## config.mk

```make
export PLATFORM = sky130hd
export DESIGN_NAME = dacif_top
export DESIGN_NICKNAME = d
export VERILOG_FILES = /design/src/rtl/dacif_pkg.sv /design/src/rtl/dacif_sync_edge.sv /design/src/rtl/dacif_frame_rx.sv /design/src/rtl/dacif_regfile.sv /design/src/rtl/dacif_tx.sv /design/src/rtl/dacif_top.sv
export SDC_FILE = /design/constraint.sdc
export NUM_CORES = 1
export LEC_CHECK = 0
export CAP_MARGIN = 20
export CORE_MARGIN = 5
export CORE_UTILIZATION = 35
export CTS_BUF_LIST = sky130_fd_sc_hd__clkbuf_4 sky130_fd_sc_hd__clkbuf_8
export CTS_CLUSTER_SIZE = 24
export DETAILED_ROUTE_END_ITERATION = 8
export HOLD_SLACK_MARGIN = 0.05
export PLACE_DENSITY_LB_ADDON = 0.2
export SYNTH_ARGS = -nofsm -noshare
export SYNTH_HDL_FRONTEND = slang
export SYNTH_SLANG_ARGS = --single-unit
```

## constraint.sdc

```tcl
create_clock -name clk -period 1.99 [get_ports clk]
set_input_delay 0.597 -clock clk [delete_from_list [all_inputs] [get_ports clk]]
set_output_delay 0.597 -clock clk [all_outputs]
set_load 0.03 [all_outputs]
```

## src/rtl/dacif_pkg.sv

```systemverilog
package dacif_pkg;
   localparam int FRAME_W  = 32;
   localparam int ADDR_W   = 7;
   localparam int DATA_W   = 20;
   localparam int PAD_W    = 4;
   localparam int RW_POS   = FRAME_W - 1;
   localparam int ADDR_LSB = FRAME_W - 1 - ADDR_W;
   localparam int DATA_LSB = PAD_W;
   localparam int CNT_MAX  = FRAME_W + 1;
   localparam int CNT_W    = $clog2(CNT_MAX + 1);
   localparam int NUM_REGS = 7;
   localparam int IDX_W    = $clog2(NUM_REGS);

   localparam logic [ADDR_W-1:0] A_NOP  = 7'h00;
   localparam logic [ADDR_W-1:0] A_CODE = 7'h01;
   localparam logic [ADDR_W-1:0] A_CFG1 = 7'h02;
   localparam logic [ADDR_W-1:0] A_CLRV = 7'h03;
   localparam logic [ADDR_W-1:0] A_TRIG = 7'h04;
   localparam logic [ADDR_W-1:0] A_STAT = 7'h05;
   localparam logic [ADDR_W-1:0] A_CFG2 = 7'h06;

   function automatic logic [DATA_W-1:0] reset_val(input int idx);
      case (idx)
         2:       return 20'h004C8;
         6:       return 20'h00004;
         default: return '0;
      endcase
   endfunction

   function automatic bit writable(input int idx);
      return (idx == 1) || (idx == 2) || (idx == 3) || (idx == 4) || (idx == 6);
   endfunction
endpackage

```

## src/rtl/dacif_sync_edge.sv

```systemverilog
module dacif_sync_edge #(
   parameter int STAGES = 2
) (
   input  logic clk,
   input  logic rst_n,
   input  logic sclk_i,
   input  logic csn_i,
   input  logic sdi_i,
   output logic sdi_s,
   output logic cs_act,
   output logic cs_start,
   output logic cs_end,
   output logic sclk_fall,
   output logic sclk_rise
);
   logic sclk_s, csn_s;
   logic sclk_d, act_d;

   generate
      if (STAGES == 0) begin : g_direct
         assign sclk_s = sclk_i;
         assign csn_s  = csn_i;
         assign sdi_s  = sdi_i;
      end else begin : g_chain
         logic [STAGES:0] sc_c, cs_c, di_c;
         assign sc_c[0] = sclk_i;
         assign cs_c[0] = csn_i;
         assign di_c[0] = sdi_i;
         always_ff @(posedge clk or negedge rst_n) begin
            if (!rst_n) begin
               sc_c[STAGES:1] <= '1;
               cs_c[STAGES:1] <= '1;
               di_c[STAGES:1] <= '0;
            end else begin
               sc_c[STAGES:1] <= sc_c[STAGES-1:0];
               cs_c[STAGES:1] <= cs_c[STAGES-1:0];
               di_c[STAGES:1] <= di_c[STAGES-1:0];
            end
         end
         assign sclk_s = sc_c[STAGES];
         assign csn_s  = cs_c[STAGES];
         assign sdi_s  = di_c[STAGES];
      end
   endgenerate

   always_ff @(posedge clk or negedge rst_n) begin
      if (!rst_n) begin
         sclk_d <= 1'b1;
         act_d  <= 1'b0;
      end else begin
         sclk_d <= sclk_s;
         act_d  <= ~csn_s;
      end
   end

   assign cs_act    = ~csn_s;
   assign cs_start  = cs_act & ~act_d;
   assign cs_end    = ~cs_act & act_d;
   assign sclk_fall = ~sclk_s & sclk_d;
   assign sclk_rise = sclk_s & ~sclk_d;
endmodule

```

## src/rtl/dacif_frame_rx.sv

```systemverilog
module dacif_frame_rx
   import dacif_pkg::*;
#(
   parameter int WORD_W = FRAME_W,
   parameter int CW     = CNT_W
) (
   input  logic              clk,
   input  logic              rst_n,
   input  logic              sdi_s,
   input  logic              cs_act,
   input  logic              cs_start,
   input  logic              cs_end,
   input  logic              sclk_fall,
   output logic              frm_ok,
   output logic              frm_bad,
   output logic [WORD_W-1:0] frm_word,
   output logic [CW-1:0]     bit_cnt
);
   localparam logic [CW-1:0] FULL = CW'(WORD_W);
   localparam logic [CW-1:0] SAT  = CW'(WORD_W + 1);

   always_ff @(posedge clk or negedge rst_n) begin
      if (!rst_n) begin
         bit_cnt  <= '0;
         frm_word <= '0;
         frm_ok   <= 1'b0;
         frm_bad  <= 1'b0;
      end else begin
         frm_ok  <= 1'b0;
         frm_bad <= 1'b0;
         if (cs_start) begin
            bit_cnt <= '0;
         end else if (cs_act && sclk_fall) begin
            frm_word <= {frm_word[WORD_W-2:0], sdi_s};
            if (bit_cnt != SAT) bit_cnt <= bit_cnt + 1'b1;
         end
         if (cs_end) begin
            frm_ok  <= (bit_cnt == FULL);
            frm_bad <= (bit_cnt != FULL);
         end
      end
   end
endmodule

```

## src/rtl/dacif_regfile.sv

```systemverilog
module dacif_regfile
   import dacif_pkg::*;
#(
   parameter int AW = ADDR_W,
   parameter int DW = DATA_W,
   parameter int NR = NUM_REGS
) (
   input  logic          clk,
   input  logic          rst_n,
   input  logic          wr_en,
   input  logic [AW-1:0] wr_addr,
   input  logic [DW-1:0] wr_data,
   input  logic [AW-1:0] rd_addr,
   input  logic [DW-1:0] stat_in,
   output logic [DW-1:0] rd_data,
   output logic [DW-1:0] regs [NR]
);
   localparam int IW = $clog2(NR);

   generate
      for (genvar i = 0; i < NR; i++) begin : g_reg
         if (writable(i)) begin : g_rw
            logic [DW-1:0] q;
            always_ff @(posedge clk or negedge rst_n) begin
               if (!rst_n)
                  q <= DW'(reset_val(i));
               else if (wr_en && wr_addr == AW'(i))
                  q <= wr_data;
            end
            assign regs[i] = q;
         end else begin : g_ro
            assign regs[i] = '0;
         end
      end
   endgenerate

   always_comb begin
      rd_data = '0;
      if (rd_addr == A_STAT)
         rd_data = stat_in;
      else if (rd_addr < AW'(NR))
         rd_data = regs[rd_addr[IW-1:0]];
   end
endmodule

```

## src/rtl/dacif_tx.sv

```systemverilog
module dacif_tx
   import dacif_pkg::*;
#(
   parameter int WORD_W = FRAME_W,
   parameter int AW     = ADDR_W,
   parameter int DW     = DATA_W,
   parameter int PW     = PAD_W
) (
   input  logic              clk,
   input  logic              rst_n,
   input  logic              cs_start,
   input  logic              cs_end,
   input  logic              cs_act,
   input  logic              sclk_rise,
   input  logic              chain_en,
   input  logic              frm_ok,
   input  logic [WORD_W-1:0] frm_word,
   input  logic [DW-1:0]     rd_data,
   output logic [AW-1:0]     rd_addr,
   output logic              sdo
);
   logic              pend;
   logic [WORD_W-1:0] last_word;
   logic [WORD_W-1:0] sh;
   logic [WORD_W-1:0] load_val;

   always_comb begin
      if (chain_en)
         load_val = last_word;
      else if (pend)
         load_val = {1'b1, rd_addr, rd_data, {PW{1'b0}}};
      else
         load_val = '0;
   end

   always_ff @(posedge clk or negedge rst_n) begin
      if (!rst_n) begin
         pend      <= 1'b0;
         rd_addr   <= '0;
         last_word <= '0;
         sh        <= '0;
      end else begin
         if (frm_ok) begin
            last_word <= frm_word;
            if (frm_word[WORD_W-1]) begin
               pend    <= 1'b1;
               rd_addr <= frm_word[WORD_W-2 -: AW];
            end
         end else if (cs_start) begin
            pend <= 1'b0;
         end
         if (cs_start)
            sh <= load_val;
         else if (cs_end)
            sh <= '0;
         else if (cs_act && sclk_rise)
            sh <= {sh[WORD_W-2:0], 1'b0};
      end
   end

   assign sdo = sh[WORD_W-1];
endmodule

```

## src/rtl/dacif_top.sv

```systemverilog
module dacif_top
   import dacif_pkg::*;
#(
   parameter int SYNC_STAGES = 2
) (
   input  logic              clk,
   input  logic              rst_n,
   input  logic              sclk,
   input  logic              cs_n,
   input  logic              sdi,
   output logic              sdo,
   input  logic              chain_en,
   input  logic [DATA_W-1:0] stat_in,
   output logic [DATA_W-1:0] dac_code,
   output logic [DATA_W-1:0] cfg1_q,
   output logic [DATA_W-1:0] clear_code,
   output logic [DATA_W-1:0] trig_q,
   output logic [DATA_W-1:0] cfg2_q
);
   generate
      if (FRAME_W != 1 + ADDR_W + DATA_W + PAD_W) begin : g_bad_frame
         $error("frame fields do not fill the frame");
      end
      if (SYNC_STAGES < 0 || SYNC_STAGES > 4) begin : g_bad_sync
         $error("SYNC_STAGES must be 0..4");
      end
   endgenerate

   logic               sdi_s, cs_act, cs_start, cs_end, sclk_fall, sclk_rise;
   logic               frm_ok, frm_bad, wr_en;
   logic [FRAME_W-1:0] frm_word;
   logic [CNT_W-1:0]   bit_cnt;
   logic [ADDR_W-1:0]  rd_addr;
   logic [DATA_W-1:0]  rd_data;
   logic [DATA_W-1:0]  regs [NUM_REGS];

   dacif_sync_edge #(.STAGES(SYNC_STAGES)) u_sync (
      .clk(clk), .rst_n(rst_n), .sclk_i(sclk), .csn_i(cs_n), .sdi_i(sdi),
      .sdi_s(sdi_s), .cs_act(cs_act), .cs_start(cs_start), .cs_end(cs_end),
      .sclk_fall(sclk_fall), .sclk_rise(sclk_rise)
   );

   dacif_frame_rx u_rx (
      .clk(clk), .rst_n(rst_n), .sdi_s(sdi_s), .cs_act(cs_act),
      .cs_start(cs_start), .cs_end(cs_end), .sclk_fall(sclk_fall),
      .frm_ok(frm_ok), .frm_bad(frm_bad), .frm_word(frm_word), .bit_cnt(bit_cnt)
   );

   assign wr_en = frm_ok & ~frm_word[RW_POS];

   dacif_regfile u_regs (
      .clk(clk), .rst_n(rst_n), .wr_en(wr_en),
      .wr_addr(frm_word[ADDR_LSB +: ADDR_W]),
      .wr_data(frm_word[DATA_LSB +: DATA_W]),
      .rd_addr(rd_addr), .stat_in(stat_in), .rd_data(rd_data), .regs(regs)
   );

   dacif_tx u_tx (
      .clk(clk), .rst_n(rst_n), .cs_start(cs_start), .cs_end(cs_end),
      .cs_act(cs_act), .sclk_rise(sclk_rise), .chain_en(chain_en),
      .frm_ok(frm_ok), .frm_word(frm_word), .rd_data(rd_data),
      .rd_addr(rd_addr), .sdo(sdo)
   );

   assign dac_code   = regs[int'(A_CODE)];
   assign cfg1_q     = regs[int'(A_CFG1)];
   assign clear_code = regs[int'(A_CLRV)];
   assign trig_q     = regs[int'(A_TRIG)];
   assign cfg2_q     = regs[int'(A_CFG2)];
endmodule

```

# Word level (Yosys, flattened, before mapping)
# Cells that the tools add are included.
word_totals:
  regBits: 219
  latch_bits: 0
  ramBits: 0
  rom_bits: 0
  out_inout_bits: 101
  n_memories: 0
classes:
  n_addsub: 1
  multipliers: 0
  div: 0
  order_cmp: 2
  eq_ne: 9
  shift: 0
  n_mux: 17
  n_bitwise: 12
  n_reduce_logical: 15
op_table:
  columns: ["op", "n"]
  rows:
  - ["2-to-1 mux 32 bit", 5]
  - ["2-to-1 mux 20 bit", 4]
  - ["binary-select mux 20 bit (select 3 bit)", 1]
  - ["== test 7 x 3 -> 1 bit (second input constant)", 3]
  - ["2-to-1 mux 6 bit", 3]
  - ["== test 7 x 2 -> 1 bit (second input constant)", 2]
  - ["AND reduction 2 bit", 4]
  - ["== test 7 x 1 -> 1 bit (second input constant)", 1]
  - ["logical AND 1 bit", 7]
  - ["less-than comparator 7 x 3 -> 1 bit (second input constant)", 1]
  - ["adder 6 x 1 -> 6 bit (second input constant)", 1]
  - ["== test 6 bit (second input constant)", 1]
  - ["!= test 6 bit (second input constant)", 1]
  - ["inverter 1 bit", 6]
  - ["nonzero test 2 bit", 3]
  - ["AND 1 bit", 5]
  - [">= comparator 4 bit (second input constant)", 1]
  - ["2-to-1 mux 1 bit", 4]
  - ["inverter 3 -> 4 bit", 1]
  - ["nonzero test 3 bit", 1]
  - ["!= test 2 bit (second input constant)", 1]

# Depth between registers and ports, before layout
depth:
  depth_word: 9
  depth_mapped: 8
  mapped_depth_nobuf: 6

# By module
# A second synthesis with hierarchy kept.
unflattened:
  hier_cells: 834
  hier_area_um2: 10441.3
modules_own_cells:
  columns: ["mod", "instances", "cells_each", "area_each_um2", "seq_area_each_um2"]
  rows:
  - ["dacif_regfile", 1, 442, 5442.7, 2508.7]
  - ["dacif_tx", 1, 268, 3105.5, 1801.7]
  - ["dacif_frame_rx", 1, 110, 1644.1, 1001.0]
  - ["dacif_sync_edge", 1, 13, 235.2, 206.4]
  - ["dacif_top", 1, 1, 13.8, 0.0]

# Least setup slack after synthesis
# No wires, ideal clock.
synth_path:
  path_type: "reg-to-reg"
  startpoint: "register u_sync.g_chain.cs_c[2] (netlist: u_sync.csn_s)"
  endpoint: "register u_tx.sh[20]"
  arrival_ps: 1780
  path_slack_ps: 84
  path_stages_with_launch: 9
  n_path_buf: 2
  synth_period_minus_slack_ps: 1906
  cell_sequence: "dfstp_2 inv_1 ha_1 buf_4 clkbuf_1 and3_1 a221o_1 a311oi_1 nor2_1"
synth_between:
  elab_chain_cells: 3
  elab_cells_between_ends: 7
  cone_classes: "2 x mux; 3 x bitwise; 2 x reduce/logical"
synth_lines:
  columns: ["element", "line", "rtl"]
  rows:
  - ["start, declared", "dacif_sync_edge.sv:25", "logic [STAGES:0] sc_c, cs_c, di_c;"]
  - ["start signal, assigned by index", "dacif_sync_edge.sv:36", "cs_c[STAGES:1] <= cs_c[STAGES-1:0];"]
  - ["inverter 1 bit *", "dacif_sync_edge.sv:56", "assign cs_act = ~csn_s;"]
  - ["named net cs_act", "dacif_top.sv:29", "logic sdi_s, cs_act, cs_start, cs_end, sclk_fall, sclk_rise;"]
  - ["AND 1 bit / logical AND 1 bit (equally long branches)", "dacif_sync_edge.sv:57, dacif_tx.sv:56", null]
  - ["nonzero test 3 bit (no source line) / 2-to-1 mux 32 bit (equally long branches)", null, null]
  - ["end signal, assigned", "dacif_tx.sv:53", "sh <= load_val;"]
  - ["end signal, assigned", "dacif_tx.sv:57", "sh <= {sh[WORD_W-2:0], 1'b0};"]
  - ["end, declared", "dacif_tx.sv:24", "logic [WORD_W-1:0] sh;"]
# Mark *: on every way through the listed nets, which the timed path passes. The rest lies on a longest branch.
# A chain may end at the register's enable or synchronous reset.

# Worst setup path after layout
layout_path:
  startpoint: "register u_regs.g_reg[1].g_rw.q[19]"
  endpoint: "output port dac_code[19]"
layout_lines:
  columns: ["element", "line", "rtl"]
  rows:
  - ["start, declared", "dacif_regfile.sv:23", "logic [DW-1:0] q;"]
  - ["start signal, assigned", "dacif_regfile.sv:26", "q <= DW'(reset_val(i));"]
  - ["start signal, assigned", "dacif_regfile.sv:28", "q <= wr_data;"]
  - ["end, declared", "dacif_top.sv:14", "output logic [DATA_W-1:0] dac_code,"]
# No word-level cell between the ends.

==> impl_metrics.env <==
export IMPL_status="completed"
export IMPL_h_tree_depth=2
export IMPL_cts_buffers=39
export IMPL_drtAntennaViolNets=0
export IMPL_final_util_pct=45.2
export IMPL_syn_inst=766
export IMPL_hold_viol=0
export IMPL_syn_area_um2=9900
export IMPL_clk_pin_slew_ns=0.06
export IMPL_grt_max_degree=57
export IMPL_setup_violations=0
export IMPL_switching_share_pct=24.1
export IMPL_cap_violations=0
export IMPL_final_period_utilization_pct=97.7
export IMPL_drtIter0Drc=401
export IMPL_p_leak_nw=6.35
export IMPL_power_density_nw_per_um2=773
export IMPL_grt_antenna_before_repair=0
export IMPL_cp_max_fo=3
export IMPL_hold_path_class="flip-flop to flip-flop"
export IMPL_cp_end_kind="output pin"
export IMPL_rsz0062_at_grt="no"
export IMPL_cp_slowest_stage_delay_ns=0.42
export IMPL_gp_congestion=0.771
export IMPL_mostFrequentLayoutCell="dfrtp_1"
export IMPL_met1_usage_pct=25.0
export IMPL_avgRoutedWirePerCell_um=20.5
export IMPL_start_kind="flip-flop"
export IMPL_grt_use_met3_pct=3.22
export IMPL_clk_path_buf_depth=3
export IMPL_fp_coreArea_um2=27900
export IMPL_synth_top_area_cell="dfrtp_1"
export IMPL_worstSkewPairLatency_ns=0.52
export IMPL_drive_gt1_share_pct=34.3
export IMPL_overflow=0
export IMPL_critPathSlowestCell="dlygate4sd2_1"
export IMPL_cp_required_ns=1.39
export IMPL_ir_drop_mv=0.403
export IMPL_drc=0
export IMPL_slew_headroom_pct=57.0
export IMPL_drv_slew=0
export IMPL_die_x_um=178
export IMPL_synth_distinct_cells=42
export IMPL_timing_hold_ws_ns=0.344
export IMPL_power_switching_w=0.00234
export IMPL_tns_ns=0
export IMPL_num_nets_final=955
export IMPL_worstHoldStart="u_sync.g_chain.di_c[1]"
export IMPL_synthArstFlopShare_pct=100
export IMPL_seqPwrFrac_pct=49.2
export IMPL_p_comb_share_pct=7.2
export IMPL_setup_ws_ns=0.0463
export IMPL_busiest_layer="met2"
export IMPL_boundaryPins=127
export IMPL_cp_startpoint="u_regs.g_reg[1].g_rw.q[19]"
export IMPL_root_buffer="clkbuf_8"
export IMPL_r2r_start="u_sync.g_chain.sc_c[2]"
export IMPL_critPathArrivalTime_ns=1.35
export IMPL_grt_pass1_vias=7238
export IMPL_yosys_most_used_dff="dfrtp_1"
export IMPL_ys_seq_area_share_pct=55.5
export IMPL_rows=61
export IMPL_critPathKind="flip-flop to output pin"
export IMPL_synth_edf_count=0
export IMPL_wirelength_um=27200
export IMPL_power_w=0.00973
export IMPL_nFillCells=2636
export IMPL_grt_pass1_wl_um=42300
export IMPL_post_dp_hpwl_um=17400
export IMPL_die_y_um=178
export IMPL_clock_sinks=219
export IMPL_synth_top_area_share_pct=52.8
export IMPL_vias=6894
export IMPL_track_usage_pct=17.0
export IMPL_cts_tree="built"
export IMPL_path_delay_family="buffers and inverters"
export IMPL_final_cell_mix="208 x dfrtp_1, 174 x mux2_2, 83 x dlygate4sd2_1, 48 x clkbuf_8, 40 x a221o_1"
export IMPL_first_pass_iters=6
export IMPL_cp_cell_sequence="dlygate4sd2_1"
export IMPL_antenna_cells=0
export IMPL_pre_cts_ws_ns=-0.176
export IMPL_clockPowerShare_pct=43.6
export IMPL_synth_nets=797
export IMPL_die_area_um2=31800
export IMPL_postSynthAreaPerCell_um2=12.9
export IMPL_p_int_w=0.00739
export IMPL_portBuffers=126
export IMPL_tightest_slew_ns=0.643
export IMPL_layout_min_cycle_time_ns=1.94
export IMPL_start_util_pct=35.5
export IMPL_fmax_mhz=514
export IMPL_yosysWarnings=0
export IMPL_vias_per_cell=5.19
export IMPL_synth_area_leaders="dfrtp_1 53%, mux2_2 20%, a221o_1 4.0%"
export IMPL_path_buf_inv=1
export IMPL_area_delta_synth_final_pct=27.2
export IMPL_ys_ff_latch=219
export IMPL_met2_usage_pct=26.2
export IMPL_skew_ns=0.0120
==> Yosys cell counts (2+ instances only) <==
cell type	instances
dfrtp_1	209
mux2_2	174
a221o_1	40
nor2_1	40
nand2_1	30
inv_1	28
buf_2	25
and3_1	22
nor3_1	22
mux2i_1	21
clkbuf_1	20
o22ai_1	20
a311oi_1	19
mux2_1	16
a21oi_1	14
dfstp_2	10
a222oi_1	7
buf_6	5
ha_1	5
buf_1	4
buf_4	4
nand3_1	4
a22oi_1	3
xnor2_1	3
nand3b_1	2
o21ai_0	2
or4_1	2
==> per-stage QoR <==
stage | instances | cell area, µm²
final | 1328 | 12600
after global routing | 1328 | 12600
after CTS | 1326 | 12600
after detailed placement | 1258 | 11900
after global placement | 1258 | 11900
after floorplan | 766 | 9900
==> power groups by stage <==
stage	Combinational [W]	Clock (W)	Sequential, W
after global routing	0.000780	0.00458	0.00480
after global placement	0.000683	0	0.00486
after CTS	0.000697	0.00438	0.00478
after floorplan	0.000390	0	0.00481
final	0.000701	0.00425	0.00479
after detailed placement	0.000693	0	0.00485
==> flip-flops by register name (all words and copies together), names as in the netlist, 2 cells and up <==
register and cells:
u_rx.frm_word 32, u_rx.bit_cnt 6, u_regs.g.g_rw.q 100, u_tx.rd_addr 7
u_sync.g_chain.sc_c 2, u_tx.last_word 32, u_tx.sh 32
==> layout make-up <==
| type | instances | area [µm²] | share of cell area (%) |
|---|---|---|---|
| Timing Repair Buffer | 174 | 1650 | 13.1 |
| Sequential cell | 219 | 5490 | 43.6 |
| Clock inverter | 5 | 27.5 | 0.219 |
| Multi-Input combinational cell | 462 | 4080 | 32.4 |
| Inverter | 28 | 105 | 0.835 |
| Clock buffer | 62 | 766 | 6.08 |
| Tap cell | 378 | 473 | 3.76 |
==> logic make-up (layout without fill, tap and decap cells) <==
group                    count (synthesis)  after routing  share of synthesized area [%]
AO/OA/AOI/OAI                          109            109                           9.12
AND/OR/NAND/NOR                        132            133                           6.58
adder cells (fa/ha/maj)                  5              5                          0.632
multiplexers                           211            211                           23.7
XOR/XNOR                                 4              4                          0.354
buffers and inverters                   86            269                           4.11
flip-flops                             219            219                           55.5
==> per-layer routing <==
metal	vias to the layer above	wire length, µm
met5	-	0
met2	172	12400
met1	3528	13100
li1	3160	-
met3	34	1340
met4	0	393
==> final timing paths <==
path                                              endpoint  slack [ns]  cells after the start
worst max-delay path                          dac_code[19]        0.05                      1
worst min-delay path                          u_sync.sdi_s        0.34                      0
worst max register to register                 u_tx.sh[14]        0.09                      4
worst min register to register                u_sync.sdi_s        0.34                      0
max in group asynchronous           u_sync.g_chain.cs_c[1]        0.76                      3
min in group asynchronous       u_regs.g_reg[3].g_rw.q[14]        0.54                      2
==> timing repair <==
item | 4_1_cts | 5_1_grt
resized for setup | 113 | 31
hold endpoints to repair | 26 | 0
cloned | 0 | 1
setup buffers | 0 | 1
endpoints found under the setup margin | 113 | 31
pin swaps | 0 | 2
hold buffers | 1 | 0
Power figures use the tool's default switching activity.
